$ cat config.mk
export PLATFORM = sky130hd
export DESIGN_NAME = prog_div_top
export DESIGN_NICKNAME = d
export VERILOG_FILES = /design/src/rtl/prog_div_pkg.sv /design/src/rtl/prog_div_core.sv /design/src/rtl/prog_div_ctrl.sv /design/src/rtl/prog_div_top.sv
export SDC_FILE = /design/constraint.sdc
export NUM_CORES = 1
export LEC_CHECK = 0
export CAP_MARGIN = 5
export CORE_AREA = 2 2 39 41
export DETAILED_ROUTE_END_ITERATION = 10
export DIE_AREA = 0 0 41 43
export GPL_ROUTABILITY_DRIVEN = 0
export PLACE_DENSITY = 0.63
export SKIP_CTS_REPAIR_TIMING = 1
export SLEW_MARGIN = 20
export SYNTH_ARGS = -nofsm -noshare
export SYNTH_HDL_FRONTEND = slang
export SYNTH_HIERARCHICAL = 1
export SYNTH_SLANG_ARGS = --single-unit
export TNS_END_PERCENT = 50
$ cat constraint.sdc
create_clock -name clk_i -period 2.72 [get_ports clk_i]
set_input_delay 0.544 -clock clk_i [delete_from_list [all_inputs] [get_ports clk_i]]
set_output_delay 0.544 -clock clk_i [all_outputs]
set_load 0.05 [all_outputs]
$ cat src/rtl/prog_div_pkg.sv
package prog_div_pkg;
  typedef enum logic [1:0] {
    OP_LOAD = 2'd0,
    OP_UP   = 2'd1,
    OP_DOWN = 2'd2,
    OP_HOLD = 2'd3
  } ctr_op_e;
endpackage

$ cat src/rtl/prog_div_core.sv
module prog_div_core
  import prog_div_pkg::*;
#(
  parameter int unsigned WIDTH    = 4,
  parameter bit          COUNT_UP = 1'b0
) (
  input  logic             clk_i,
  input  logic             rst_ni,
  input  ctr_op_e          op_i,
  input  logic [WIDTH-1:0] load_val_i,
  output logic [WIDTH-1:0] count_o,
  output logic             tc_o
);
  localparam logic [WIDTH-1:0] END_VAL = COUNT_UP ? {WIDTH{1'b1}} : '0;

  logic [WIDTH-1:0] q;

  always_ff @(posedge clk_i or negedge rst_ni) begin
    if (!rst_ni) q <= END_VAL;
    else begin
      unique case (op_i)
        OP_LOAD: q <= load_val_i;
        OP_UP:   q <= q + 1'b1;
        OP_DOWN: q <= q - 1'b1;
        default: q <= q;
      endcase
    end
  end

  // end-of-count from state only; op depends on it
  assign tc_o    = (q == END_VAL);
  assign count_o = q;


  load_takes_value_chk: assert property (@(posedge clk_i) disable iff (!rst_ni)
    op_i == OP_LOAD |=> q == $past(load_val_i));


  step_down_chk: assert property (@(posedge clk_i) disable iff (!rst_ni)
    op_i == OP_DOWN |=> q == $past(q) - 1'b1);


  step_up_chk: assert property (@(posedge clk_i) disable iff (!rst_ni)
    op_i == OP_UP |=> q == $past(q) + 1'b1);
endmodule

$ cat src/rtl/prog_div_ctrl.sv
module prog_div_ctrl
  import prog_div_pkg::*;
#(
  parameter int unsigned WIDTH    = 4,
  parameter bit          COUNT_UP = 1'b0
) (
  input  logic             tc_i,
  input  logic [WIDTH-1:0] prog_i,
  output ctr_op_e          op_o,
  output logic [WIDTH-1:0] load_val_o
);
  generate
    if (COUNT_UP) begin : g_up
      assign load_val_o = ~prog_i;
      assign op_o       = tc_i ? OP_LOAD : OP_UP;
    end else begin : g_down
      assign load_val_o = prog_i;
      assign op_o       = tc_i ? OP_LOAD : OP_DOWN;
    end
  endgenerate
endmodule

$ cat src/rtl/prog_div_top.sv
module prog_div_top
  import prog_div_pkg::*;
#(
  parameter int unsigned WIDTH    = 4,
  parameter bit          COUNT_UP = 1'b0
) (
  input  logic             clk_i,
  input  logic             rst_ni,
  input  logic [WIDTH-1:0] prog_i,
  output logic             pulse_o,
  output logic [WIDTH-1:0] count_o
);
  ctr_op_e          op;
  logic [WIDTH-1:0] load_val;
  logic             tc;

  prog_div_ctrl #(.WIDTH(WIDTH), .COUNT_UP(COUNT_UP)) u_ctrl (
    .tc_i       (tc),
    .prog_i     (prog_i),
    .op_o       (op),
    .load_val_o (load_val)
  );

  prog_div_core #(.WIDTH(WIDTH), .COUNT_UP(COUNT_UP)) u_core (
    .clk_i      (clk_i),
    .rst_ni     (rst_ni),
    .op_i       (op),
    .load_val_i (load_val),
    .count_o    (count_o),
    .tc_o       (tc)
  );

  assign pulse_o = tc;


  single_pulse_chk: assert property (@(posedge clk_i) disable iff (!rst_ni)
    pulse_o && (prog_i != '0) |=> !pulse_o);


  div_one_chk: assert property (@(posedge clk_i) disable iff (!rst_ni)
    pulse_o && (prog_i == '0) |=> pulse_o);


  reload_from_prog_chk: assert property (@(posedge clk_i) disable iff (!rst_ni)
    pulse_o |=> count_o == (COUNT_UP ? ~$past(prog_i) : $past(prog_i)));
endmodule

==> flow_metrics.env, run 1 <==
export IMPL_period_needed_ps=2450
export IMPL_maxCapViolCount=0
export IMPL_htreeDepth=1
export IMPL_synth_cell_type_count=21
export IMPL_clkTransAtPathRegs_ps=40
export IMPL_drc=0
export IMPL_synth_area_top_cells="dfrtp_1, ha_1, buf_4"
export IMPL_p_leak_uw=0.000202
export IMPL_powerDensity_mw_per_mm2=1330
export IMPL_critPathRequiredTime_ps=2180
export IMPL_multi_input_area_um2=265
export IMPL_outcome="finished, final reports clean"
export IMPL_io_buffers=10
export IMPL_hpwl_um=559
export IMPL_async_reset_ff_share_pct=100
export IMPL_synth_top_family_by_area="compound AO/OA/AOI/OAI gates"
export IMPL_antenna_found_initial=0
export IMPL_drtAntennaViolNets=0
export IMPL_dieHeight_um=43
export IMPL_largest_register_ffs=4
export IMPL_syn_to_final_growth_pct=35.9
export IMPL_rows=14
export IMPL_fin_crit_sh_pct=89.9
export IMPL_peakVddDrop_uv=359
export IMPL_path_max_fanout=8
export IMPL_critPathLaunchType="register"
export IMPL_drtIter0Drc=6
export IMPL_synth_xor_area_share_pct=4.53
export IMPL_detail_route_wl_per_cell_um=10.6
export IMPL_cp_data_arrival_time_ps=1900
export IMPL_initial_utilization_pct=27.9
export IMPL_grt_start_max_net_pins=9
export IMPL_grt_pass1_wl_mm=1.28
export IMPL_cts_tree="yes"
export IMPL_worstSkewPairLatency_ps=230
export IMPL_grt_total_usage_pct=11.1
export IMPL_synth_compound_area_share_pct=17.5
export IMPL_r2r_cells=10
export IMPL_grt_pass1_vias=312
export IMPL_path_class="reg2out"
export IMPL_finalNetCount=62
export IMPL_netlist_instances=43
export IMPL_netlist_area_um2=387
export IMPL_fmax_ghz=0.409
export IMPL_synthMuxAreaShare_pct=8.09
export IMPL_num_io_pins=11
export IMPL_synth_nets=53
export IMPL_finalHoldWorstSlack_ps=510
export IMPL_antenna_cells=0
export IMPL_yosysSeqAreaShare_pct=25.9
export IMPL_synthSimpleGateAreaFrac_pct=17.5
export IMPL_die_area_mm2=0.00176
export IMPL_finClkSkew_ps=5.53
export IMPL_drtPass1Iterations=3
export IMPL_ys_seq_elements=4
export IMPL_cts_sinks=4
export IMPL_hp_class="in2async"
export IMPL_synth_edf_count=0
export IMPL_rsz0062_at_grt="false"
export IMPL_fp_dieW_um=41
export IMPL_drv_slew=0
export IMPL_final_seq_area_um2=106
export IMPL_wirelength_um=708
export IMPL_synthFlopType="dfrtp_1"
export IMPL_power_uw=698
export IMPL_yosys_warnings=6
export IMPL_setup_violations=0
export IMPL_num_fill_cells=147
export IMPL_vias_per_cell=4.81
export IMPL_grt_overflow_total=0
export IMPL_synthAdderAreaFrac_pct=12.9
export IMPL_drive_above_1_share_pct=23.5
export IMPL_fin_setup_tns_ps=0
export IMPL_synth_top_area_share_pct=25.9
export IMPL_vias=322
export IMPL_synth_area_per_cell_um2=8.99
export IMPL_clock_path_buffers=2
export IMPL_yosysTopAreaCell="dfrtp_1"
export IMPL_clock_root_buffer="clkbuf_4"
export IMPL_numCtsBuffers=3
export IMPL_hold_violations=0
export IMPL_coreArea_mm2=0.00138
export IMPL_cp_end_kind="primary output"
-- worst max-delay path, stage by stage, from the launching register on --
cell             delay [ps]
dfrtp_4                 520
nor4_4                  310
clkdlybuf4s50_1         840
-- synthesized netlist by cell type, types with 2 or more instances --
cell type / number
a21oi_1: 3
a22oi_1: 2
buf_4: 5
dfrtp_1: 4
ha_1: 4
inv_1: 2
mux2i_1: 2
nand2_1: 3
nor2b_1: 3
nor3_1: 2
o21ai_1: 2
xor2_1: 2
-- worst paths after layout --
kind / to / slack [ps] / startpoint
max: pulse_o / 270 / u_core/count_o[2]
min in group clk_i: u_core/count_o[2] / 710 / u_core/count_o[2]
max reg2reg: u_core/count_o[2] / 530 / u_core/count_o[2]
min reg2reg: u_core/count_o[2] / 710 / u_core/count_o[2]
min: u_core/count_o[0] / 510 / rst_ni
max in group asynchronous: u_core/count_o[2] / 2020 / rst_ni
-- kinds of logic after synthesis --
group | Yosys count
XOR/XNOR | 2
flip-flops | 4
buffers and inverters | 8
multiplexers | 3
adder cells (fa/ha/maj) | 4
other | 1
AO/OA/AOI/OAI | 10
AND/OR/NAND/NOR | 11
-- final cells by class --
type	instances	area share, %
Multi-Input combinational cell	31	50.5
Clock buffer	4	5.00
Timing Repair Buffer	10	19.0
Tap cell	16	3.81
Sequential cell	4	20.2
Inverter	2	1.43
-- placed cells by master, fill, tap and decap left out, drive strengths merged --
cell           count
ha                 4
inv                2
o21ai              3
and2b              1
o32ai              1
a21oi              3
nor4               1
a22oi              2
xor2               2
dfrtp              4
mux2i              2
clkdlybuf4s50     10
nor2b              4
a31oi              1
mux2               1
conb               1
nand2              3
nor3               2
clkbuf             4
-- where the power goes --
group	total (µW)	internal [µW]	switching, µW
logic	444	190	254
clock network	78.6	55.0	23.6
registers	175	99.4	75.7
-- routing by layer --
layer  wire [µm]  vias to the layer above  track usage [%]
li1            -                      163                -
met1         316                      150             13.9
met2         345                        9             15.3
met3          46                        0             3.14
met4           0                        0             8.00
met5           0                        -                0
-- metrics by stage --
stage | cell area (µm²) | util, % | std cells | worst slack, ps
floorplan | 420 | - | 43 | 32.6
global placement | 499 | 36.1 | 63 | 514
detailed placement | 499 | 36.1 | 63 | 508
CTS | 526 | 38.0 | 67 | 251
global route | 526 | 38.0 | 67 | 186
finish | 526 | 38.0 | 67 | 274
Note: power is estimated with default switching activity, not from simulation.
==> run 2: changes to the inputs <==
PLACE_DENSITY = 0.65   (was 0.63)
SLEW_MARGIN = default   (was 20)
clock period = 2.1 ns   (was 2.72 ns; I/O delays follow)
==> run 2 against run 1 <==
  * Routed wire length increased by 13%
  * Sequential share of layout area decreased by 2.2 points
  * Die area unchanged
  * Highest routed layer unchanged
  * Power increased by 45%
  * Via count increased by 2.8%
  * Final area increased by 12%
  * Critical endpoint is now u_core/count_o[2]
  * Clock power increased by 35%
==> flow_metrics.env, run 2 (synthesis gave the netlist of run 1 again) <==
export IMPL_outcome="finished, final reports clean"
export IMPL_drtPass1Iterations=2
export IMPL_io_buffers=10
export IMPL_fp_dieW_um=41
export IMPL_path_class="reg2reg"
export IMPL_grt_total_usage_pct=11.1
export IMPL_critPathRequiredTime_ps=2220
export IMPL_stdcell_count=74
export IMPL_layout_commonest_cell="buf_4"
export IMPL_hp_class="in2async"
export IMPL_die_area_mm2=0.00176
export IMPL_final_util_pct=42.6
export IMPL_cts_sinks=4
export IMPL_worstSkewPairLatency_ps=240
export IMPL_drtAntennaViolNets=0
export IMPL_num_io_pins=11
export IMPL_numCtsBuffers=3
export IMPL_detail_route_wl_per_cell_um=10.8
export IMPL_placed_cells=69
export IMPL_cts_tree="yes"
export IMPL_rsz0062_at_grt="true"
export IMPL_finalNetCount=69
export IMPL_htreeDepth=1
export IMPL_startpoint="u_core/count_o[1]"
export IMPL_period_needed_ps=2050
export IMPL_hpwl_um=635
export IMPL_power_uw=1010
export IMPL_clock_path_buffers=2
export IMPL_clock_root_buffer="clkbuf_4"
export IMPL_fmax_ghz=0.487
export IMPL_peakVddDrop_uv=453
export IMPL_wirelength_um=800
export IMPL_maxCapViolCount=0
export IMPL_initial_utilization_pct=27.9
export IMPL_powerDensity_mw_per_mm2=1720
export IMPL_grt_pass1_vias=307
export IMPL_rows=14
export IMPL_critPathLaunchType="register"
export IMPL_syn_to_final_growth_pct=52.4
export IMPL_coreArea_mm2=0.00138
export IMPL_vias_per_cell=4.47
export IMPL_dieHeight_um=43
export IMPL_antenna_cells=0
export IMPL_cp_end_kind="register"
export IMPL_vias=331
export IMPL_drc=0
export IMPL_grt_start_max_net_pins=9
export IMPL_p_leak_uw=0.000242
export IMPL_drtIter0Drc=3
export IMPL_setup_violations=0
export IMPL_antenna_found_initial=0
export IMPL_fin_setup_tns_ps=0
export IMPL_clkTransAtPathRegs_ps=40
export IMPL_hold_violations=0
export IMPL_drv_slew=0
export IMPL_largest_register_ffs=4
export IMPL_cp_data_arrival_time_ps=2170
export IMPL_finClkSkew_ps=2.94
export IMPL_grt_overflow_total=0
export IMPL_fin_crit_sh_pct=97.8
export IMPL_grt_pass1_wl_mm=1.26
export IMPL_layout_common_cells="buf_4, clkdlybuf4s50_1, clkbuf_4, nor2b_1, nand2_1"
export IMPL_regToRegStartpoint="u_core/count_o[1]"
export IMPL_drive_above_1_share_pct=41.4
export IMPL_finalHoldWorstSlack_ps=386
export IMPL_path_max_fanout=3
==> run 2: final timing paths <==
check	endpoint	cells after the start	slack, ps
setup / recovery	u_core/count_o[2]	10	50
hold / removal	u_core/count_o[2]	1	390
setup reg to reg	u_core/count_o[2]	10	50
hold reg to reg	u_core/count_o[3]	3	690
max in group asynchronous	u_core/count_o[2]	1	1530
min in group clk_i	u_core/count_o[3]	3	690
==> run 2: area by class of cell <==
class                      count  area (µm²)
fill                         140         795
tap                           16        20.0
sequential                     4         106
multi-input combinational     31         272
clock buffer                   4        26.3
inverter                       2        7.51
timing repair buffer          17         158
==> run 2: report_power, final <==
part,internal (µW),switching [µW]
registers,129,46.9
logic,324,406
clock network,71.5,34.6
==> run 2: critical path, stage by stage, from the launching register on <==
cell and delay [ps]:
dfrtp_1 400, nor4_4 340, inv_2 100, ha_4 170, xor2_1 150, ha_2 170
a21oi_2 110, xor2_1 210, nor3_1 70, a21oi_1 120, o21ai_1 80
==> run 2: routing by layer <==
metal | part of all wire (%) | vias up | track usage, %
met5 | 0 | - | 0
met4 | 0 | 0 | 8.00
met3 | 2.9 | 0 | 4.71
met2 | 50 | 6 | 15.6
met1 | 47 | 149 | 12.6
li1 | - | 176 | -
==> run 2: metrics by stage <==
| step | cell area, µm² | setup WS (ps) |
|---|---|---|
| CTS | 582 | -27.9 |
| detailed placement | 556 | -10.0 |
| floorplan | 427 | -559 |
| finish | 589 | 46.6 |
| global placement | 556 | 4.83 |
| global route | 589 | -95.5 |
